File: src/rtl/dacif_pkg.sv
package dacif_pkg;
  localparam int FRAME_W = 16;
  localparam int CODE_W  = 12;
  localparam int PD_W    = 2;
  localparam int CH_W    = 1;

  typedef struct packed {
    logic              refbuf;
    logic [PD_W-1:0]   pdmode;
    logic [CODE_W-1:0] code;
  } chan_word_t;

  localparam int WORD_W = $bits(chan_word_t);

  typedef logic [FRAME_W-1:0] frame_t;

  // channel address sits in the top bits of the frame
  function automatic logic [CH_W-1:0] frame_chan(input frame_t f);
    return f[FRAME_W-1 -: CH_W];
  endfunction

  // everything below the address is the channel's control word
  function automatic chan_word_t frame_payload(input frame_t f);
    return chan_word_t'(f[WORD_W-1:0]);
  endfunction
endpackage

File: src/rtl/dacif_sync.sv
module dacif_sync #(
  parameter int            W       = 4,
  parameter int            STAGES  = 2,
  parameter logic [W-1:0]  RST_VAL = '0
) (
  input  logic         clk,
  input  logic         rst_n,
  input  logic [W-1:0] d_i,
  output logic [W-1:0] q_o
);
  logic [W-1:0] stg [STAGES];

  for (genvar s = 0; s < STAGES; s++) begin : g_stage
    if (s == 0) begin : g_first
      always_ff @(posedge clk or negedge rst_n) begin
        if (!rst_n) stg[s] <= RST_VAL;
        else        stg[s] <= d_i;
      end
    end else begin : g_rest
      always_ff @(posedge clk or negedge rst_n) begin
        if (!rst_n) stg[s] <= RST_VAL;
        else        stg[s] <= stg[s-1];
      end
    end
  end

  assign q_o = stg[STAGES-1];
endmodule

File: src/rtl/dacif_frame_rx.sv
module dacif_frame_rx
  import dacif_pkg::*;
(
  input  logic   clk,
  input  logic   rst_n,
  input  logic   fs_n_s,
  input  logic   sclk_s,
  input  logic   sdi_s,
  output logic   wr_stb,
  output frame_t wr_word,
  output logic   frame_done
);
  localparam int CNT_W = $clog2(FRAME_W);
  localparam logic [CNT_W-1:0] LAST_BIT = CNT_W'(FRAME_W - 1);

  logic             sclk_prev;
  logic             sclk_fall;
  logic [CNT_W-1:0] bit_cnt;
  frame_t           shreg;

  assign sclk_fall = sclk_prev & ~sclk_s;
  assign wr_word   = shreg;

  always_ff @(posedge clk or negedge rst_n) begin
    if (!rst_n) begin
      sclk_prev  <= 1'b0;
      bit_cnt    <= '0;
      shreg      <= '0;
      wr_stb     <= 1'b0;
      frame_done <= 1'b0;
    end else begin
      sclk_prev <= sclk_s;
      wr_stb    <= 1'b0;
      if (fs_n_s) begin
        bit_cnt    <= '0;
        frame_done <= 1'b0;
      end else if (sclk_fall && !frame_done) begin
        shreg <= {shreg[FRAME_W-2:0], sdi_s};
        if (bit_cnt == LAST_BIT) begin
          bit_cnt    <= '0;
          frame_done <= 1'b1;
          wr_stb     <= 1'b1;
        end else begin
          bit_cnt <= bit_cnt + 1'b1;
        end
      end
    end
  end
endmodule

File: src/rtl/dacif_chan_bank.sv
module dacif_chan_bank
  import dacif_pkg::*;
#(
  parameter int NUM_CH = 2
) (
  input  logic                    clk,
  input  logic                    rst_n,
  input  logic                    wr_stb,
  input  frame_t                  wr_word,
  input  logic                    load_n_s,
  output chan_word_t [NUM_CH-1:0] in_words,
  output chan_word_t [NUM_CH-1:0] dac_words
);
  for (genvar ch = 0; ch < NUM_CH; ch++) begin : g_ch
    logic hit;
    assign hit = wr_stb && (frame_chan(wr_word) == CH_W'(ch));

    always_ff @(posedge clk or negedge rst_n) begin
      if (!rst_n)   in_words[ch] <= '0;
      else if (hit) in_words[ch] <= frame_payload(wr_word);
    end

    always_ff @(posedge clk or negedge rst_n) begin
      if (!rst_n)         dac_words[ch] <= '0;
      else if (!load_n_s) dac_words[ch] <= in_words[ch];
    end
  end
endmodule

File: src/rtl/dual_dac_serial_front.sv
module dual_dac_serial_front
  import dacif_pkg::*;
#(
  parameter int SYNC_STAGES = 2
) (
  input  logic              clk,
  input  logic              rst_n,
  input  logic              sync_n,
  input  logic              sclk,
  input  logic              sdin,
  input  logic              load_n,
  output logic [CODE_W-1:0] dac_a_code,
  output logic              dac_a_refbuf,
  output logic [PD_W-1:0]   dac_a_pdmode,
  output logic [CODE_W-1:0] dac_b_code,
  output logic              dac_b_refbuf,
  output logic [PD_W-1:0]   dac_b_pdmode
);
  localparam int NUM_CH = 2;
  localparam int NPIN   = 4;
  // idle levels: load and select high, clock and data low
  localparam logic [NPIN-1:0] PIN_IDLE = 4'b1100;

  logic [NPIN-1:0] pins_raw, pins_s;
  logic            load_n_s, fs_n_s, sclk_s, sdi_s;

  // named internal events, also watched by the checker
  logic                    wr_stb;
  logic                    frame_done;
  frame_t                  wr_word;
  chan_word_t [NUM_CH-1:0] in_words;
  chan_word_t [NUM_CH-1:0] dac_words;

  assign pins_raw = {load_n, sync_n, sclk, sdin};

  dacif_sync #(.W(NPIN), .STAGES(SYNC_STAGES), .RST_VAL(PIN_IDLE)) u_sync (
    .clk   (clk),
    .rst_n (rst_n),
    .d_i   (pins_raw),
    .q_o   (pins_s)
  );

  assign {load_n_s, fs_n_s, sclk_s, sdi_s} = pins_s;

  dacif_frame_rx u_rx (
    .clk        (clk),
    .rst_n      (rst_n),
    .fs_n_s     (fs_n_s),
    .sclk_s     (sclk_s),
    .sdi_s      (sdi_s),
    .wr_stb     (wr_stb),
    .wr_word    (wr_word),
    .frame_done (frame_done)
  );

  dacif_chan_bank #(.NUM_CH(NUM_CH)) u_bank (
    .clk       (clk),
    .rst_n     (rst_n),
    .wr_stb    (wr_stb),
    .wr_word   (wr_word),
    .load_n_s  (load_n_s),
    .in_words  (in_words),
    .dac_words (dac_words)
  );

  assign dac_a_code   = dac_words[0].code;
  assign dac_a_refbuf = dac_words[0].refbuf;
  assign dac_a_pdmode = dac_words[0].pdmode;
  assign dac_b_code   = dac_words[1].code;
  assign dac_b_refbuf = dac_words[1].refbuf;
  assign dac_b_pdmode = dac_words[1].pdmode;
endmodule

File: config.mk
export PLATFORM = sky130hd
export DESIGN_NAME = dual_dac_serial_front
export DESIGN_NICKNAME = d
export VERILOG_FILES = /design/src/rtl/dacif_pkg.sv /design/src/rtl/dacif_sync.sv /design/src/rtl/dacif_frame_rx.sv /design/src/rtl/dacif_chan_bank.sv /design/src/rtl/dual_dac_serial_front.sv
export SDC_FILE = /design/constraint.sdc
export NUM_CORES = 1
export LEC_CHECK = 0
export BUFFER_PORTS_ARGS = -buffer_cell sky130_fd_sc_hd__buf_2
export CAP_MARGIN = 10
export CELL_PAD_IN_SITES_DETAIL_PLACEMENT = 0
export CELL_PAD_IN_SITES_GLOBAL_PLACEMENT = 1
export CORE_MARGIN = 4
export CORE_UTILIZATION = 52
export DETAILED_ROUTE_END_ITERATION = 7
export PLACE_DENSITY_LB_ADDON = 0.1
export SLEW_MARGIN = 40
export SYNTH_ARGS = -nofsm -noshare
export SYNTH_HDL_FRONTEND = slang
export SYNTH_SLANG_ARGS = --single-unit
File: constraint.sdc
create_clock -name clk -period 3.1 [get_ports clk]
set_input_delay 0.31 -clock clk [delete_from_list [all_inputs] [get_ports clk]]
set_output_delay 0.31 -clock clk [all_outputs]
set_load 0.1 [all_outputs]
* Word level (Yosys, flattened, before mapping)
Index checks and enable logic that the tools add are counted.
** Cells by class
- Reduce and logical (&&, ||, !) cells :: 8
- Muxes and demuxes :: 9
- Bitwise gates (word level) :: 4
- Eq/ne operators :: 1
- Add/subtract/negate cells :: 1
** Operators by type and width (number)
- two-way mux 4 bit :: 3
- two-way mux 1 bit :: 6
- adder 4 x 1 -> 4 bit (second input constant) :: 1
- == test 4 bit (second input constant) :: 1
- AND reduction 2 bit :: 2
- nonzero test 2 bit :: 2
- logical AND 1 bit :: 3
- NOT 1 bit :: 3
- bitwise AND 1 bit :: 1
- zero test 1 bit :: 1
** Storage, ports and cells
- Word-level logic and storage cells :: 42
- Bits in registers :: 91
- Input port bits :: 6
- Output and inout bits :: 30

* Longest topological paths before layout
- Depth after elaboration :: 5
- Gate-level depth with buffers :: 5
- Depth with buffers taken out :: 4

* By module
A second synthesis with hierarchy kept.
** Unflattened totals
- Cell total of the unflattened synthesis :: 204
- Area total of the unflattened synthesis :: 3438.3 sq um
** By module, submodules not included
- dacif_chan_bank :: area an instance 2278.4 sq um, cells each 128, seq. area each 1501.4 sq um, instances 1
- dacif_frame_rx :: area an instance 924.6 sq um, cells each 64, seq. area each 575.6 sq um, instances 1
- dacif_sync :: area an instance 235.2 sq um, cells each 12, seq. area each 205.2 sq um, instances 1

* Worst setup path after synthesis
No wires, ideal clock.
- Path kind :: reg-to-reg
- From :: reg u_sync.stg, in the netlist u_sync.q_o[1]
- To :: reg u_rx.shreg[10] (netlist: u_rx.wr_word[10])
- Clock period less this slack :: 1.635 ns
- Setup slack :: 1.465 ns
- Stages on the path, launching flop included :: 6
- Buffers on the path :: 2
- Library setup time :: 0.125 ns
- Data required time :: 2.975 ns
- Data arrival time :: 1.510 ns
- Cells stage by stage :: dfrtp_1 or3b_1 buf_2 nor2_4 buf_6 mux2_2
** Between the ends
- Word-level cells in the longest chain between the ends :: 4
** RTL lines
- start, declared :: RTL line dacif_sync.sv:11 : logic [W-1:0] stg [STAGES];
- start signal, assigned by index :: RTL line dacif_sync.sv:22 : else stg[s] <= stg[s-1];
- NOT 1 bit :: RTL line dacif_frame_rx.sv:21 : assign sclk_fall = sclk_prev & ~sclk_s;
- bitwise AND 1 bit :: RTL line dacif_frame_rx.sv:21
- logical AND 1 bit :: RTL line dacif_frame_rx.sv:37 : end else if (sclk_fall && !frame_done) begin
- AND reduction 2 bit (no line)
- end signal, assigned :: RTL line dacif_frame_rx.sv:38 : shreg <= {shreg[FRAME_W-2:0], sdi_s};
- end, declared :: RTL line dacif_frame_rx.sv:19 : frame_t shreg;
Every way passes these cells.
A chain may end at the register's enable or synchronous reset.

* Worst setup path after layout
- From :: reg u_sync.stg, in the netlist u_sync.q_o[1]
- To :: reg u_rx.shreg[8] (netlist: u_rx.wr_word[8])
Same word-level chain as after synthesis.

==> impl_results.rst <==
.. list-table::
   :header-rows: 1

   * - Metric
     - Value
   * - Top Layer Used
     - met4
   * - Layout cell share with drive strength beyond 1
     - 0.554
   * - Main combinational cell family by area after synthesis
     - multiplexers
   * - Clock tree from TritonCTS
     - done
   * - Hold/Removal Path Class
     - in2async
   * - Core Rows
     - 28
   * - Synthesized area
     - 3340 um2
   * - Initial Utilization
     - 0.550
   * - Number of violations reported at the end of detailed-routing iteration 0
     - 51
   * - RR Startpoint
     - u_sync.q_o[1]
   * - Number of buffers created by CTS
     - 9
   * - Routed length on met1
     - 2.20 mm
   * - Number of clock sinks
     - 91
   * - Antenna Diode Count
     - 0
   * - Clock-pin transition on the worst setup and hold timing paths
     - 0.08 ns
   * - Proportion of netlist area held by the largest area contributor
     - 0.653
   * - Worst setup timing slack at the placement stage
     - 1.32 ns
   * - Wire length of the first global-routing pass
     - 8.98 mm
   * - Via density
     - 5.34
   * - Cell type contributing the most total cell area after synthesis
     - sky130_fd_sc_hd__dfrtp_1
   * - Area inside the core boundary
     - 6060 um2
   * - Routed length on met2
     - 2.70 mm
   * - Sequential-to-total area share from yosys stat
     - 0.684
   * - Worst hold slack after final layout
     - 0.0128 ns
   * - Count of pins on the block boundary
     - 36
   * - Share of power burned in registers
     - 0.576
   * - Post-synthesis share of cell area spent on and, or, nand and nor gates
     - 0.0233
   * - Share of synthesized area spent on multiplexers
     - 0.257
   * - Post-route fraction of the period consumed by the critical path
     - 0.580
   * - Setup tns final
     - 0 ns
   * - Xor and xnor area share after synthesis
     - 0.00263
   * - Adder-Cell Fraction of Synth Area
     - 0.00375
   * - Headroom to the max-slew limit
     - 0.516
   * - Max capacitance violation total
     - 0
   * - Clock share of power
     - 0.384
   * - Number of nets in the finished design
     - 244
   * - Result of the run
     - completed
   * - Clock Skews
     - 0.00986 ns
   * - R2R Setup Slk
     - 1.30 ns
   * - First-pass DRT Iterations
     - 3
   * - Least-Margin Pin Slew
     - 0.724 ns
   * - Initial antenna violation count
     - 0
   * - Final setup margin
     - 1.30 ns
   * - Worst supply voltage drop on vdd
     - 0.310 mV
   * - Data arrival time of the critical path
     - 2.02 ns
   * - Wire length per cell after detailed routing
     - 16.2 um
   * - Path type of the worst setup path
     - reg2reg
   * - Req. time, crit path
     - 3.32 ns
   * - Post-synthesis instance total
     - 200
   * - Post-Synthesis Net Count
     - 207
   * - Hold-fix buffers at CTS
     - 0
   * - DRC violations left
     - 0
   * - Die span in x
     - 88.1 um
   * - Max Slew Vio Count
     - 0
   * - Part of the power in combinational logic
     - 0.040
   * - Final Routed Wirelength
     - 5.14 mm
   * - Number of synthesized register bits
     - 91
   * - Input/output buffers
     - 35
   * - Final HPWL from detailed placement
     - 3.33 mm
   * - Via count of the first global-routing pass
     - 1,853
   * - Met3 wire length
     - 177 um
   * - Via count
     - 1,693
   * - Post-layout min period
     - 1.80 ns
   * - Placement-stage cell area
     - 3570 um2
   * - Pin count of the biggest net entering global routing
     - 92
   * - Critical register-to-register path endpoint
     - u_rx.wr_word[8]
   * - Final design area excluding fillers
     - 3800 um2
   * - Number of failing hold endpoints at the final stage
     - 0
   * - Most frequent standard cell in the layout excluding fill and tap cells
     - sky130_fd_sc_hd__dfrtp_1
   * - Area enclosed by the die boundary
     - 7760 um2
   * - Most frequent cells in the layout
     - 87 x sky130_fd_sc_hd__dfrtp_1, 76 x sky130_fd_sc_hd__mux2_2, 34 x sky130_fd_sc_hd__buf_2
   * - Leading cell types by total area after synthesis
     - sky130_fd_sc_hd__dfrtp_1 65%, sky130_fd_sc_hd__mux2_2 26%, sky130_fd_sc_hd__dfstp_2 3.2%
   * - Global placer's final weighted congestion
     - 0.713
   * - RSZ-0062 raised after global routing
     - no
   * - Fraction of power spent switching nets
     - 0.211
   * - Maximum fanout count along the critical path
     - 16
   * - Final setup viols
     - 0
   * - Compound-cell area share of the yosys netlist
     - 0.0143
   * - Total power per unit cell area
     - 597 nW/um2
   * - Clock root buffer
     - sky130_fd_sc_hd__clkbuf_8
   * - Critical Path Source Type
     - flip-flop
   * - Mapped Avg Cell Area
     - 16.7 um2
   * - Detail Route Antenna Nets
     - 0
   * - Syn. warnings
     - 0
   * - CP Capture Type
     - flip-flop
   * - Reported net switching power
     - 0.478 mW
   * - Highest Clock Rate
     - 556 MHz
   * - Leakage component of the power
     - 2.00 nW
   * - Vertical die dimension
     - 88.1 um
   * - Leftover overflow at the end of global routing
     - 0
   * - Power Internal
     - 1.79 mW
   * - Resized cells post-CTS
     - 0
   * - Synth cell types
     - 23
   * - Global-route total usage across every layer
     - 0.153
   * - Total power
     - 2.27 mW
   * - Number of cells on the worst reg-to-reg path
     - 3
   * - Buffers inserted during post-CTS setup optimization
     - 0
   * - Maximum level of the CTS H-tree
     - 3
   * - Area growth syn-to-layout
     - 13.9%
   * - Maximum count of clock buffers along a single path
     - 2
   * - Latest clock arrival within the worst-skew pair
     - 0.34 ns
[through the flow]
| step | cells | utilization |
|---|---|---|
| after floorplan | 200 | - |
| after global placement | 301 | 0.588 |
| after detailed placement | 301 | 0.589 |
| after CTS | 317 | 0.627 |
| after global routing | 317 | 0.627 |
| final | 317 | 0.627 |
[critical path, stage by stage (launching register included)]
cell	delay [ns]
sky130_fd_sc_hd__dfrtp_1	0.40
sky130_fd_sc_hd__or3b_1	0.49
sky130_fd_sc_hd__nor2_4	0.40
sky130_fd_sc_hd__mux2_2	0.39
[cell families (layout without fill, tap and decap cells)]
family | Yosys count | after routing
fa+ha+maj | 1 | 1
compound gates | 7 | 7
xor+xnor | 1 | 1
mux | 76 | 76
buf+inv | 11 | 53
flops | 91 | 91
simple gates | 13 | 13
[registers in the layout (all words and copies together), names as in the netlist]
register and cells:
u_sync.stg 4, u_rx.wr_word 16, u_rx.bit_cnt 4, u_rx.sclk_prev 1
u_sync.q_o 4, u_bank.dac_words 30, u_rx.wr_stb 1, u_bank.in_words 30
u_rx.frame_done 1
[Yosys cell counts]
master and instances:
sky130_fd_sc_hd__nand2_1 4, sky130_fd_sc_hd__nor2_1 1, sky130_fd_sc_hd__or3b_1 1, sky130_fd_sc_hd__o21ai_0 2
sky130_fd_sc_hd__nor3b_1 1, sky130_fd_sc_hd__a21oi_1 3, sky130_fd_sc_hd__ha_1 1, sky130_fd_sc_hd__or3_2 1
sky130_fd_sc_hd__and3_1 1, sky130_fd_sc_hd__xnor2_1 1, sky130_fd_sc_hd__mux2_2 76, sky130_fd_sc_hd__nor2_4 1
sky130_fd_sc_hd__a221oi_2 1, sky130_fd_sc_hd__inv_1 2, sky130_fd_sc_hd__dfrtp_1 87, sky130_fd_sc_hd__nand2b_1 1
sky130_fd_sc_hd__or3_1 1, sky130_fd_sc_hd__nand3_1 1, sky130_fd_sc_hd__clkbuf_1 6, sky130_fd_sc_hd__buf_6 1
sky130_fd_sc_hd__dfstp_2 4, sky130_fd_sc_hd__buf_2 2, sky130_fd_sc_hd__a211oi_1 1
[metal layers]
layer / vias to the layer above / global-route usage
met5: - / 0
met4: 0 / 0.0659
met3: 9 / 0.0348
met2: 26 / 0.255
met1: 886 / 0.192
li1: 772 / -
[cell type report]
| type | instances | area [um2] |
|---|---|---|
| sequential | 91 | 2280 |
| fill | 455 | 2260 |
| multi-input combinational | 98 | 1000 |
| timing repair buffer | 35 | 184 |
| clock buffer | 12 | 155 |
| tap | 75 | 93.8 |
| clock inverter | 4 | 72.6 |
| inverter | 2 | 7.51 |
[worst max-delay path by stage]
| stage | startpoint | endpoint | slack (ns) | cells after the start |
|---|---|---|---|---|
| global placement | u_sync.q_o[1] | u_rx.wr_word[6] | 1.38 | 3 |
| finish | u_sync.q_o[1] | u_rx.wr_word[8] | 1.30 | 3 |
| floorplan | u_sync.q_o[1] | u_rx.wr_word[10] | 1.46 | 5 |
| detailed placement | u_sync.q_o[1] | u_rx.wr_word[10] | 1.32 | 3 |
| CTS | u_sync.q_o[1] | u_rx.wr_word[10] | 1.29 | 3 |
| global route | u_sync.q_o[1] | u_rx.wr_word[2] | 1.20 | 3 |
[power by group through the flow]
stage | clock network, mW | logic (mW) | registers, mW
after floorplan | 0 | 0.0694 | 1.30
after global placement | 0 | 0.0870 | 1.33
after detailed placement | 0 | 0.0939 | 1.33
after CTS | 0.902 | 0.0939 | 1.31
after global routing | 0.947 | 0.103 | 1.32
final | 0.871 | 0.0907 | 1.31
(Power assumes the default switching activity.)
